[config.mk]
export PLATFORM = sky130hd
export DESIGN_NAME = pcihb_regs
export DESIGN_NICKNAME = d
export VERILOG_FILES = /design/src/rtl/pcihb_pkg.sv /design/src/rtl/pcihb_hdr.sv /design/src/rtl/pcihb_bases.sv /design/src/rtl/pcihb_cfgport.sv /design/src/rtl/pcihb_irqmap.sv /design/src/rtl/pcihb_regs.sv
export SDC_FILE = /design/constraint.sdc
export NUM_CORES = 2
export LEC_CHECK = 0
export BUFFER_PORTS_ARGS = -buffer_cell sky130_fd_sc_hd__buf_2
export CAP_MARGIN = 20
export CORE_AREA = 5 5 588 299
export CTS_BUF_LIST = sky130_fd_sc_hd__clkbuf_16
export DETAILED_ROUTE_END_ITERATION = 8
export DIE_AREA = 0 0 593 304
export PLACE_DENSITY_LB_ADDON = 0.25
export SYNTH_ARGS = -nofsm -noshare
export SYNTH_HDL_FRONTEND = slang
export SYNTH_SLANG_ARGS = --single-unit
[constraint.sdc]
create_clock -name clk -period 66.5 [get_ports clk]
set_input_delay 9.975 -clock clk [delete_from_list [all_inputs] [get_ports clk]]
set_output_delay 9.975 -clock clk [all_outputs]
set_load 0.05 [all_outputs]
[src/rtl/pcihb_pkg.sv]
package pcihb_pkg;
  localparam logic [11:0] OFF_TADDR = 12'h1C0;
  localparam logic [11:0] OFF_MBASE = 12'h1C4;
  localparam logic [11:0] OFF_IOBASE = 12'h1C8;
  localparam logic [11:0] OFF_DPORT = 12'h220;
  localparam logic [1:0] SIZE_WORD = 2'b10;
  localparam logic [15:0] CMD_RESET = 16'h0080;
  localparam logic [15:0] STAT_RESET = 16'h0290;
  typedef enum logic {PORT_IDLE, PORT_BUSY} port_state_e;
endpackage

[src/rtl/pcihb_hdr.sv]
module pcihb_hdr #(
  parameter int HDR_WORDS = 64,
  parameter logic [31:0] ID_WORD = 32'h0,
  localparam int IDX_W = $clog2(HDR_WORDS)
) (
  input  logic             clk,
  input  logic             rst_n,
  input  logic             we,
  input  logic [IDX_W-1:0] idx,
  input  logic [31:0]      wdata,
  output logic [31:0]      rdata
);
  import pcihb_pkg::*;

  logic [31:0] words [HDR_WORDS];

  function automatic logic [31:0] reset_word(int i);
    if (i == 0) return ID_WORD;
    if (i == 1) return {STAT_RESET, CMD_RESET};
    return 32'h0;
  endfunction

  always_ff @(posedge clk or negedge rst_n) begin
    if (!rst_n) begin
      for (int i = 0; i < HDR_WORDS; i++) words[i] <= reset_word(i);
    end else if (we) begin
      words[idx] <= wdata;
    end
  end

  assign rdata = words[idx];
endmodule

[src/rtl/pcihb_bases.sv]
module pcihb_bases #(
  parameter int WIN_BITS = 18,
  parameter logic [31:0] IOBASE_RESET = 32'hFE24_0000
) (
  input  logic                clk,
  input  logic                rst_n,
  input  logic                we_taddr,
  input  logic                we_mbase,
  input  logic                we_iobase,
  input  logic [31:0]         wdata,
  output logic [31:0]         taddr,
  output logic [31:0]         mbase,
  output logic [31:0]         iobase,
  input  logic [31:0]         win_addr,
  output logic                win_hit,
  output logic [WIN_BITS-1:0] win_offset
);
  localparam logic [31:0] MBASE_KEEP = 32'hFF00_0001;
  localparam logic [31:0] IOBASE_KEEP = ({32{1'b1}} << WIN_BITS) | 32'h1;

  logic [31:0] taddr_d, mbase_d, iobase_d;
  logic        io_moves;

  assign io_moves = wdata[31:WIN_BITS] != iobase[31:WIN_BITS];

  always_comb begin
    taddr_d  = taddr;
    mbase_d  = mbase;
    iobase_d = iobase;
    if (we_taddr) taddr_d = wdata;
    if (we_mbase) mbase_d = wdata & MBASE_KEEP;
    if (we_iobase && io_moves) iobase_d = wdata & IOBASE_KEEP;
  end

  always_ff @(posedge clk or negedge rst_n) begin
    if (!rst_n) begin
      taddr  <= 32'h0;
      mbase  <= 32'h0;
      iobase <= IOBASE_RESET & IOBASE_KEEP;
    end else begin
      taddr  <= taddr_d;
      mbase  <= mbase_d;
      iobase <= iobase_d;
    end
  end

  assign win_hit    = win_addr[31:WIN_BITS] == iobase[31:WIN_BITS];
  assign win_offset = win_addr[WIN_BITS-1:0];

  AST_IOBASE_SAME_DROPPED: assert property (@(posedge clk) disable iff (!rst_n)
    (we_iobase && wdata[31:WIN_BITS] == iobase[31:WIN_BITS]) |=> $stable(iobase));
  AST_MBASE_HOLDS: assert property (@(posedge clk) disable iff (!rst_n)
    !we_mbase |=> $stable(mbase));
endmodule

[src/rtl/pcihb_cfgport.sv]
module pcihb_cfgport (
  input  logic clk,
  input  logic rst_n,
  input  logic start,
  input  logic cfg_ack,
  output logic busy,
  output logic done
);
  import pcihb_pkg::*;

  port_state_e state_q, state_d;

  always_comb begin
    state_d = state_q;
    case (state_q)
      PORT_IDLE: if (start) state_d = PORT_BUSY;
      PORT_BUSY: if (cfg_ack) state_d = PORT_IDLE;
      default:   state_d = PORT_IDLE;
    endcase
  end

  always_ff @(posedge clk or negedge rst_n) begin
    if (!rst_n) state_q <= PORT_IDLE;
    else        state_q <= state_d;
  end

  assign busy = state_q == PORT_BUSY;
  assign done = busy && cfg_ack;

  AST_DONE_RETURNS_IDLE: assert property (@(posedge clk) disable iff (!rst_n)
    done |=> !busy);
endmodule

[src/rtl/pcihb_irqmap.sv]
module pcihb_irqmap #(
  parameter int NIRQ = 4
) (
  input  logic            clk,
  input  logic            rst_n,
  input  logic            irq_set,
  input  logic [7:0]      irq_devfn,
  input  logic            irq_level,
  output logic [NIRQ-1:0] irq_out
);
  logic [7:0] dev_num;
  assign dev_num = irq_devfn >> 3;

  for (genvar gi = 0; gi < NIRQ; gi++) begin : g_line
    logic hit, d;
    assign hit = irq_set && (dev_num == 8'(gi));
    always_comb d = hit ? irq_level : irq_out[gi];
    always_ff @(posedge clk or negedge rst_n) begin
      if (!rst_n) irq_out[gi] <= 1'b0;
      else        irq_out[gi] <= d;
    end
  end

  AST_HIGH_DEV_IGNORED: assert property (@(posedge clk) disable iff (!rst_n)
    (irq_set && dev_num >= 8'(NIRQ)) |=> $stable(irq_out));
endmodule

[src/rtl/pcihb_regs.sv]
module pcihb_regs #(
  parameter int ADDR_W = 12,
  parameter int HDR_WORDS = 64,
  parameter int WIN_BITS = 18,
  parameter int NIRQ = 4,
  parameter logic [31:0] ID_WORD = 32'h0,
  parameter logic [31:0] IOBASE_RESET = 32'hFE24_0000
) (
  input  logic                clk,
  input  logic                rst_n,
  input  logic                req_valid,
  input  logic                req_write,
  input  logic [1:0]          req_size,
  input  logic [ADDR_W-1:0]   req_addr,
  input  logic [31:0]         req_wdata,
  output logic                rsp_ready,
  output logic                rsp_err,
  output logic [31:0]         rsp_rdata,
  output logic                cfg_req,
  output logic                cfg_we,
  output logic [31:0]         cfg_addr,
  output logic [31:0]         cfg_wdata,
  input  logic                cfg_ack,
  input  logic [31:0]         cfg_rdata,
  input  logic [31:0]         win_addr,
  output logic                win_hit,
  output logic [WIN_BITS-1:0] win_offset,
  input  logic                irq_set,
  input  logic [7:0]          irq_devfn,
  input  logic                irq_level,
  output logic [NIRQ-1:0]     irq_out
);
  import pcihb_pkg::*;

  localparam int IDX_W = $clog2(HDR_WORDS);
  localparam int HDR_BYTES = HDR_WORDS * 4;

  // reset: asserted asynchronously, released on the clock
  logic rst_s0, rst_s1, rst_i;
  always_ff @(posedge clk or negedge rst_n) begin
    if (!rst_n) begin
      rst_s0 <= 1'b0;
      rst_s1 <= 1'b0;
    end else begin
      rst_s0 <= 1'b1;
      rst_s1 <= rst_s0;
    end
  end
  assign rst_i = rst_s1;

  // decode
  logic size_ok, acc_ok, is_hdr, is_taddr, is_mbase, is_iobase, is_dport;
  assign size_ok   = req_size == SIZE_WORD;
  assign acc_ok    = req_valid && size_ok;
  assign is_hdr    = (32'(req_addr) < 32'(HDR_BYTES)) && (req_addr[1:0] == 2'b00);
  assign is_taddr  = req_addr == ADDR_W'(OFF_TADDR);
  assign is_mbase  = req_addr == ADDR_W'(OFF_MBASE);
  assign is_iobase = req_addr == ADDR_W'(OFF_IOBASE);
  assign is_dport  = req_addr == ADDR_W'(OFF_DPORT);

  logic wr_ok;
  assign wr_ok = acc_ok && req_write;

  logic [31:0] hdr_rdata, taddr, mbase, iobase;
  logic        port_busy, port_done;

  pcihb_hdr #(.HDR_WORDS(HDR_WORDS), .ID_WORD(ID_WORD)) u_hdr (
    .clk   (clk),
    .rst_n (rst_i),
    .we    (wr_ok && is_hdr),
    .idx   (req_addr[IDX_W+1:2]),
    .wdata (req_wdata),
    .rdata (hdr_rdata)
  );

  pcihb_bases #(.WIN_BITS(WIN_BITS), .IOBASE_RESET(IOBASE_RESET)) u_bases (
    .clk        (clk),
    .rst_n      (rst_i),
    .we_taddr   (wr_ok && is_taddr),
    .we_mbase   (wr_ok && is_mbase),
    .we_iobase  (wr_ok && is_iobase),
    .wdata      (req_wdata),
    .taddr      (taddr),
    .mbase      (mbase),
    .iobase     (iobase),
    .win_addr   (win_addr),
    .win_hit    (win_hit),
    .win_offset (win_offset)
  );

  pcihb_cfgport u_port (
    .clk     (clk),
    .rst_n   (rst_i),
    .start   (acc_ok && is_dport && !port_busy),
    .cfg_ack (cfg_ack),
    .busy    (port_busy),
    .done    (port_done)
  );

  pcihb_irqmap #(.NIRQ(NIRQ)) u_irq (
    .clk       (clk),
    .rst_n     (rst_i),
    .irq_set   (irq_set),
    .irq_devfn (irq_devfn),
    .irq_level (irq_level),
    .irq_out   (irq_out)
  );

  assign cfg_req   = port_busy;
  assign cfg_we    = req_write;
  assign cfg_addr  = taddr;
  assign cfg_wdata = req_wdata;

  assign rsp_err   = req_valid && !size_ok;
  assign rsp_ready = (req_valid && (!size_ok || !is_dport)) || port_done;

  always_comb begin
    rsp_rdata = 32'h0;
    if (acc_ok && !req_write) begin
      if (is_hdr)         rsp_rdata = hdr_rdata;
      else if (is_taddr)  rsp_rdata = taddr;
      else if (is_mbase)  rsp_rdata = mbase;
      else if (is_iobase) rsp_rdata = iobase;
      else if (is_dport)  rsp_rdata = port_done ? cfg_rdata : 32'h0;
    end
  end

  AST_ERR_COMPLETES: assert property (@(posedge clk) disable iff (!rst_i)
    rsp_err |-> (rsp_ready && rsp_rdata == 32'h0));
  AST_BADSIZE_NO_CFG: assert property (@(posedge clk) disable iff (!rst_i)
    (req_valid && !size_ok && !port_busy) |=> !cfg_req);
  AST_DPORT_WAITS: assert property (@(posedge clk) disable iff (!rst_i)
    (acc_ok && is_dport && !cfg_ack) |-> !rsp_ready);
  AST_CFG_ADDR_STABLE: assert property (@(posedge clk) disable iff (!rst_i)
    (cfg_req && $past(cfg_req)) |-> $stable(cfg_addr));
endmodule

==> results.rst <==
.. list-table::
   :header-rows: 1

   * - Metric
     - Value
   * - Number of stages on the worst hold path
     - 0
   * - Half-perimeter wire length of the detailed placement result
     - 181000 um
   * - Top-Level Pins
     - approximately 250
   * - Number of synthesized flops with an enable pin
     - 0
   * - Vertical die dimension
     - between 300 and 400 um
   * - Switching power as a share of total power
     - 0.239
   * - Worst setup skew after layout
     - 0.0300 ns
   * - Main synth FF type
     - sky130_fd_sc_hd__dfrtp_1
   * - Port bufs
     - 208
   * - DRC violation count after routing
     - 0
   * - Worst path setup slack after routing
     - a little over 40 ns
   * - Filler cell count in the final layout
     - around 12000
   * - Total nets after synthesis
     - roughly 6400
   * - FF-to-FF Start
     - rst_i
   * - Worst slew pin tran
     - about 1.2 ns
   * - Post-synth cell types
     - roughly 70
   * - NetSw
     - around 0.59 mW
   * - Total of endpoints with negative setup slack in the final report
     - 0
   * - Combinational share of power
     - 0.053
   * - Resize count post-CTS
     - 0
   * - Final worst hold slack
     - 0.351 ns
   * - RD Place Congestion
     - about 0.88
   * - Type of the worst min-delay path
     - reg -> reg
   * - Final Hold Violating Endpoints
     - 0
   * - Total routing resource utilization after global routing
     - 0.327
   * - Crit start category
     - primary input
   * - Time the worst path needs with I/O delays and setup
     - between 20 and 25 ns
   * - Maximum net fanout on the critical path
     - between 40 and 50
   * - Total of flip-flops plus latches after synthesis
     - approximately 2100
   * - Post-synth top area share
     - 0.545
   * - Required time of the critical path
     - around 57 ns
   * - Setup repair after global routing missed its margin
     - no
   * - Placeable Area
     - about 0.17 mm^2
   * - Standard cell with the maximum stage delay on the critical path
     - sky130_fd_sc_hd__buf_4
   * - Number of buffers inserted during clock tree synthesis
     - 192
   * - Share of cells above drive strength 1
     - 0.532
   * - Capture instance of the worst register-to-register path
     - u_hdr.words[2004]
   * - Summed instance area of the synthesized netlist
     - roughly 0.096 mm^2
   * - Initial standard-cell utilization of the core
     - 0.568
   * - Total gr overflow
     - 0
   * - Placement row count
     - 107
   * - Startpoint of the lowest-slack hold path
     - rst_s0
   * - Clock tree from TritonCTS
     - built
   * - R2R Setup Slk
     - 59.87 ns
   * - Violation count after the first detailed-route iteration
     - approximately 6600
   * - Synthesized instance count
     - 6289
   * - CTS H-tree depth
     - 4
   * - CTS Sinks
     - around 2100
   * - Sequential share of the synthesized area
     - 0.548
   * - Yosys warning count
     - 0
   * - Power after layout
     - 2.47 mW
   * - Yosys top cell by area
     - sky130_fd_sc_hd__dfrtp_1
   * - Fmax
     - between 40 and 50 MHz
   * - DP Worst Slack
     - roughly 41 ns
   * - Sequential Power Share
     - 0.520
   * - First-pass GRT wire length
     - ~430000 um
   * - Fin crit share
     - 0.375
   * - Number of routed nets with antenna violations
     - 0
   * - Total of hold buffers inserted after clock tree synthesis
     - 0
   * - Maximum Capacitance Violations
     - 0
   * - Number of vias per cell after detailed routing
     - ~6.8
   * - Clock slew seen by the registers of the worst setup and hold paths
     - 0.06 ns
   * - Terminating pin of the worst hold path
     - rst_i
   * - CP Class
     - in -> out
   * - Library cell used as clock root buffer
     - sky130_fd_sc_hd__clkbuf_16
   * - Clock tree buffer depth
     - 4
   * - Most common cell in the synthesized netlist
     - sky130_fd_sc_hd__mux2_2
   * - Critical Path Sink Type
     - output pin
   * - Setup TNS
     - 0 ns
   * - Maximum single-stage delay on the critical path
     - between 0.8 and 0.9 ns
   * - Post-Synthesis Mean Instance Area
     - ~15 um^2
   * - Number of global-route vias before repair
     - around 62000
   * - Cell types occupying the most area after synthesis
     - sky130_fd_sc_hd__dfrtp_1 54%, sky130_fd_sc_hd__mux2_2 25%, sky130_fd_sc_hd__mux4_2 12%, sky130_fd_sc_hd__clkbuf_1 1.3%, sky130_fd_sc_hd__nand2_1 0.84%
   * - Share of flip-flops with an asynchronous set or reset
     - 1.00
   * - Antenna violations before repair
     - 10
   * - Chip Width
     - just under 600 um
   * - Slew HR
     - 0.220
   * - Result of the run
     - completed
   * - Final-stage net count
     - about 6300
   * - Vias post-DR
     - ~60000
   * - Internal power contribution
     - approximately 1.9 mW
   * - Clock latency on the worst-skew pair
     - ~0.86 ns
   * - Worst path cell trace
     - buf_8 -> buf_4 -> buf_4 -> buf_4 -> mux4_2 -> mux4_2 -> nor2_1 -> a21oi_1 -> o211ai_1 -> o21ai_0 -> buf_2
   * - Static Leakage
     - 52.1 nW
   * - Reg2Reg Depth
     - 9
   * - Worst setup path startpoint
     - req_addr[2]
   * - Arrival time of data at the critical path endpoint
     - ~15 ns
   * - Top post-synthesis cells by count
     - 2116 x sky130_fd_sc_hd__mux2_2, 2098 x sky130_fd_sc_hd__dfrtp_1, 513 x sky130_fd_sc_hd__mux4_2
   * - Setup Fix Bufs, Post-CTS
     - 0
   * - Largest net degree at the start of global routing
     - 175
   * - Die Area
     - approximately 0.18 mm^2
   * - Power density of the placed cells
     - approximately 23 mW/mm^2
   * - Router iterations before antenna repair
     - 5
   * - Maximum vdd ir drop
     - between 0.00002 and 0.000025 V
   * - Top cell by count, worst path
     - sky130_fd_sc_hd__buf_4
   * - Clock share of power
     - 0.426
   * - Drt total wl
     - 295000 um
   * - Slew Viols, Final
     - 0
   * - Wire length per cell after detailed routing
     - 34.0 um
   * - Synth-to-layout area growth
     - 9.17%
through the flow:
step                      std cells  utilization  cell area (um^2)
after detailed placement       8303        0.585             99200
after floorplan                6289            -             96400
after global routing           8655        0.620            105000
final                          8660        0.620            105000
after global placement         8303        0.585             99200
after CTS                      8641        0.618            105000
flip-flops by register name, summed over array words and instances, names as in the netlist:
signal / flops
u_bases.iobase: 15
rst_i: 1
u_bases.taddr: 32
rst_s0: 1
u_port.busy: 1
u_irq.irq_out: 4
u_bases.mbase: 9
u_hdr.words: 2048
critical path: cells and delay by family:
kind                   cells  cell delay [ns]
AO/OA/AOI/OAI              3             0.73
multiplexers               2             1.08
AND/OR/NAND/NOR            1             0.10
buffers and inverters      5             2.92
cell usage in the layout (no fill, tap or decap), types with 18 or more instances in the layout:
| master | n |
|---|---|
| sky130_fd_sc_hd__clkbuf_16 | 194 |
| sky130_fd_sc_hd__nand4_1 | 18 |
| sky130_fd_sc_hd__a22oi_1 | 25 |
| sky130_fd_sc_hd__o21ai_0 | 44 |
| sky130_fd_sc_hd__o22ai_1 | 94 |
| sky130_fd_sc_hd__nor3_1 | 36 |
| sky130_fd_sc_hd__a21oi_1 | 45 |
| sky130_fd_sc_hd__clkinv_2 | 27 |
| sky130_fd_sc_hd__nand2_2 | 57 |
| sky130_fd_sc_hd__mux2_2 | 2116 |
| sky130_fd_sc_hd__nand2_1 | 158 |
| sky130_fd_sc_hd__buf_4 | 192 |
| sky130_fd_sc_hd__inv_1 | 63 |
| sky130_fd_sc_hd__clkinv_1 | 46 |
| sky130_fd_sc_hd__a32oi_1 | 18 |
| sky130_fd_sc_hd__nand3_1 | 18 |
| sky130_fd_sc_hd__mux2i_1 | 60 |
| sky130_fd_sc_hd__dfrtp_1 | 2097 |
| sky130_fd_sc_hd__a31oi_1 | 21 |
| sky130_fd_sc_hd__mux4_2 | 513 |
| sky130_fd_sc_hd__buf_2 | 206 |
| sky130_fd_sc_hd__nor2_1 | 48 |
how the worst max path moves through the flow:
stage	end	cells past startpoint
CTS	rsp_rdata[13]	11
detailed placement	rsp_rdata[13]	11
global route	rsp_rdata[7]	11
floorplan	u_bases.iobase[0]	0
global placement	rsp_rdata[13]	11
finish	rsp_rdata[13]	11
kinds of logic (layout without fill, tap and decap cells):
kind of cell | count (synthesis) | count (layout) | share of synthesized area
AOI/OAI and AO/OA | 337 | 337 | 0.0236
xor gates and xnor gates | 28 | 28 | 0.00255
and+or+nand+nor | 435 | 435 | 0.0213
DFF | 2111 | 2111 | 0.548
muxes | 2689 | 2689 | 0.373
buffers and inverters | 688 | 765 | 0.0307
other | 1 | 6 | 0.0000389
power by group through the flow:
stage | clock, mW | combinational (mW) | sequential (mW)
global placement | 0 | 0.126 | 1.31
detailed placement | 0 | 0.130 | 1.31
finish | 1.05 | 0.131 | 1.29
CTS | 1.07 | 0.130 | 1.29
floorplan | 0 | 0.0645 | 1.33
global route | 1.12 | 0.140 | 1.29
cell type report:
| cell class | instances | area (um^2) | area share |
|---|---|---|---|
| antenna | 5 | 12.5 | 0.000119 |
| multi-input combinational | 3490 | 40800 | 0.388 |
| inverter | 8 | 33.8 | 0.000321 |
| tap | 2289 | 2860 | 0.0272 |
| sequential | 2111 | 52800 | 0.502 |
| clock buffer | 194 | 4850 | 0.0461 |
| timing repair buffer | 419 | 2890 | 0.0275 |
| clock inverter | 144 | 875 | 0.00831 |
per-layer routing:
layer / share of wire / track usage / up-vias
li1: - / - / 23200
met1: 0.41 / 0.465 / 32400
met2: 0.45 / 0.488 / 2867
met3: 0.090 / 0.0774 / 693
met4: 0.050 / 0.139 / 4
met5: 0.00011 / 0 / -
(Power assumes the default switching activity.)
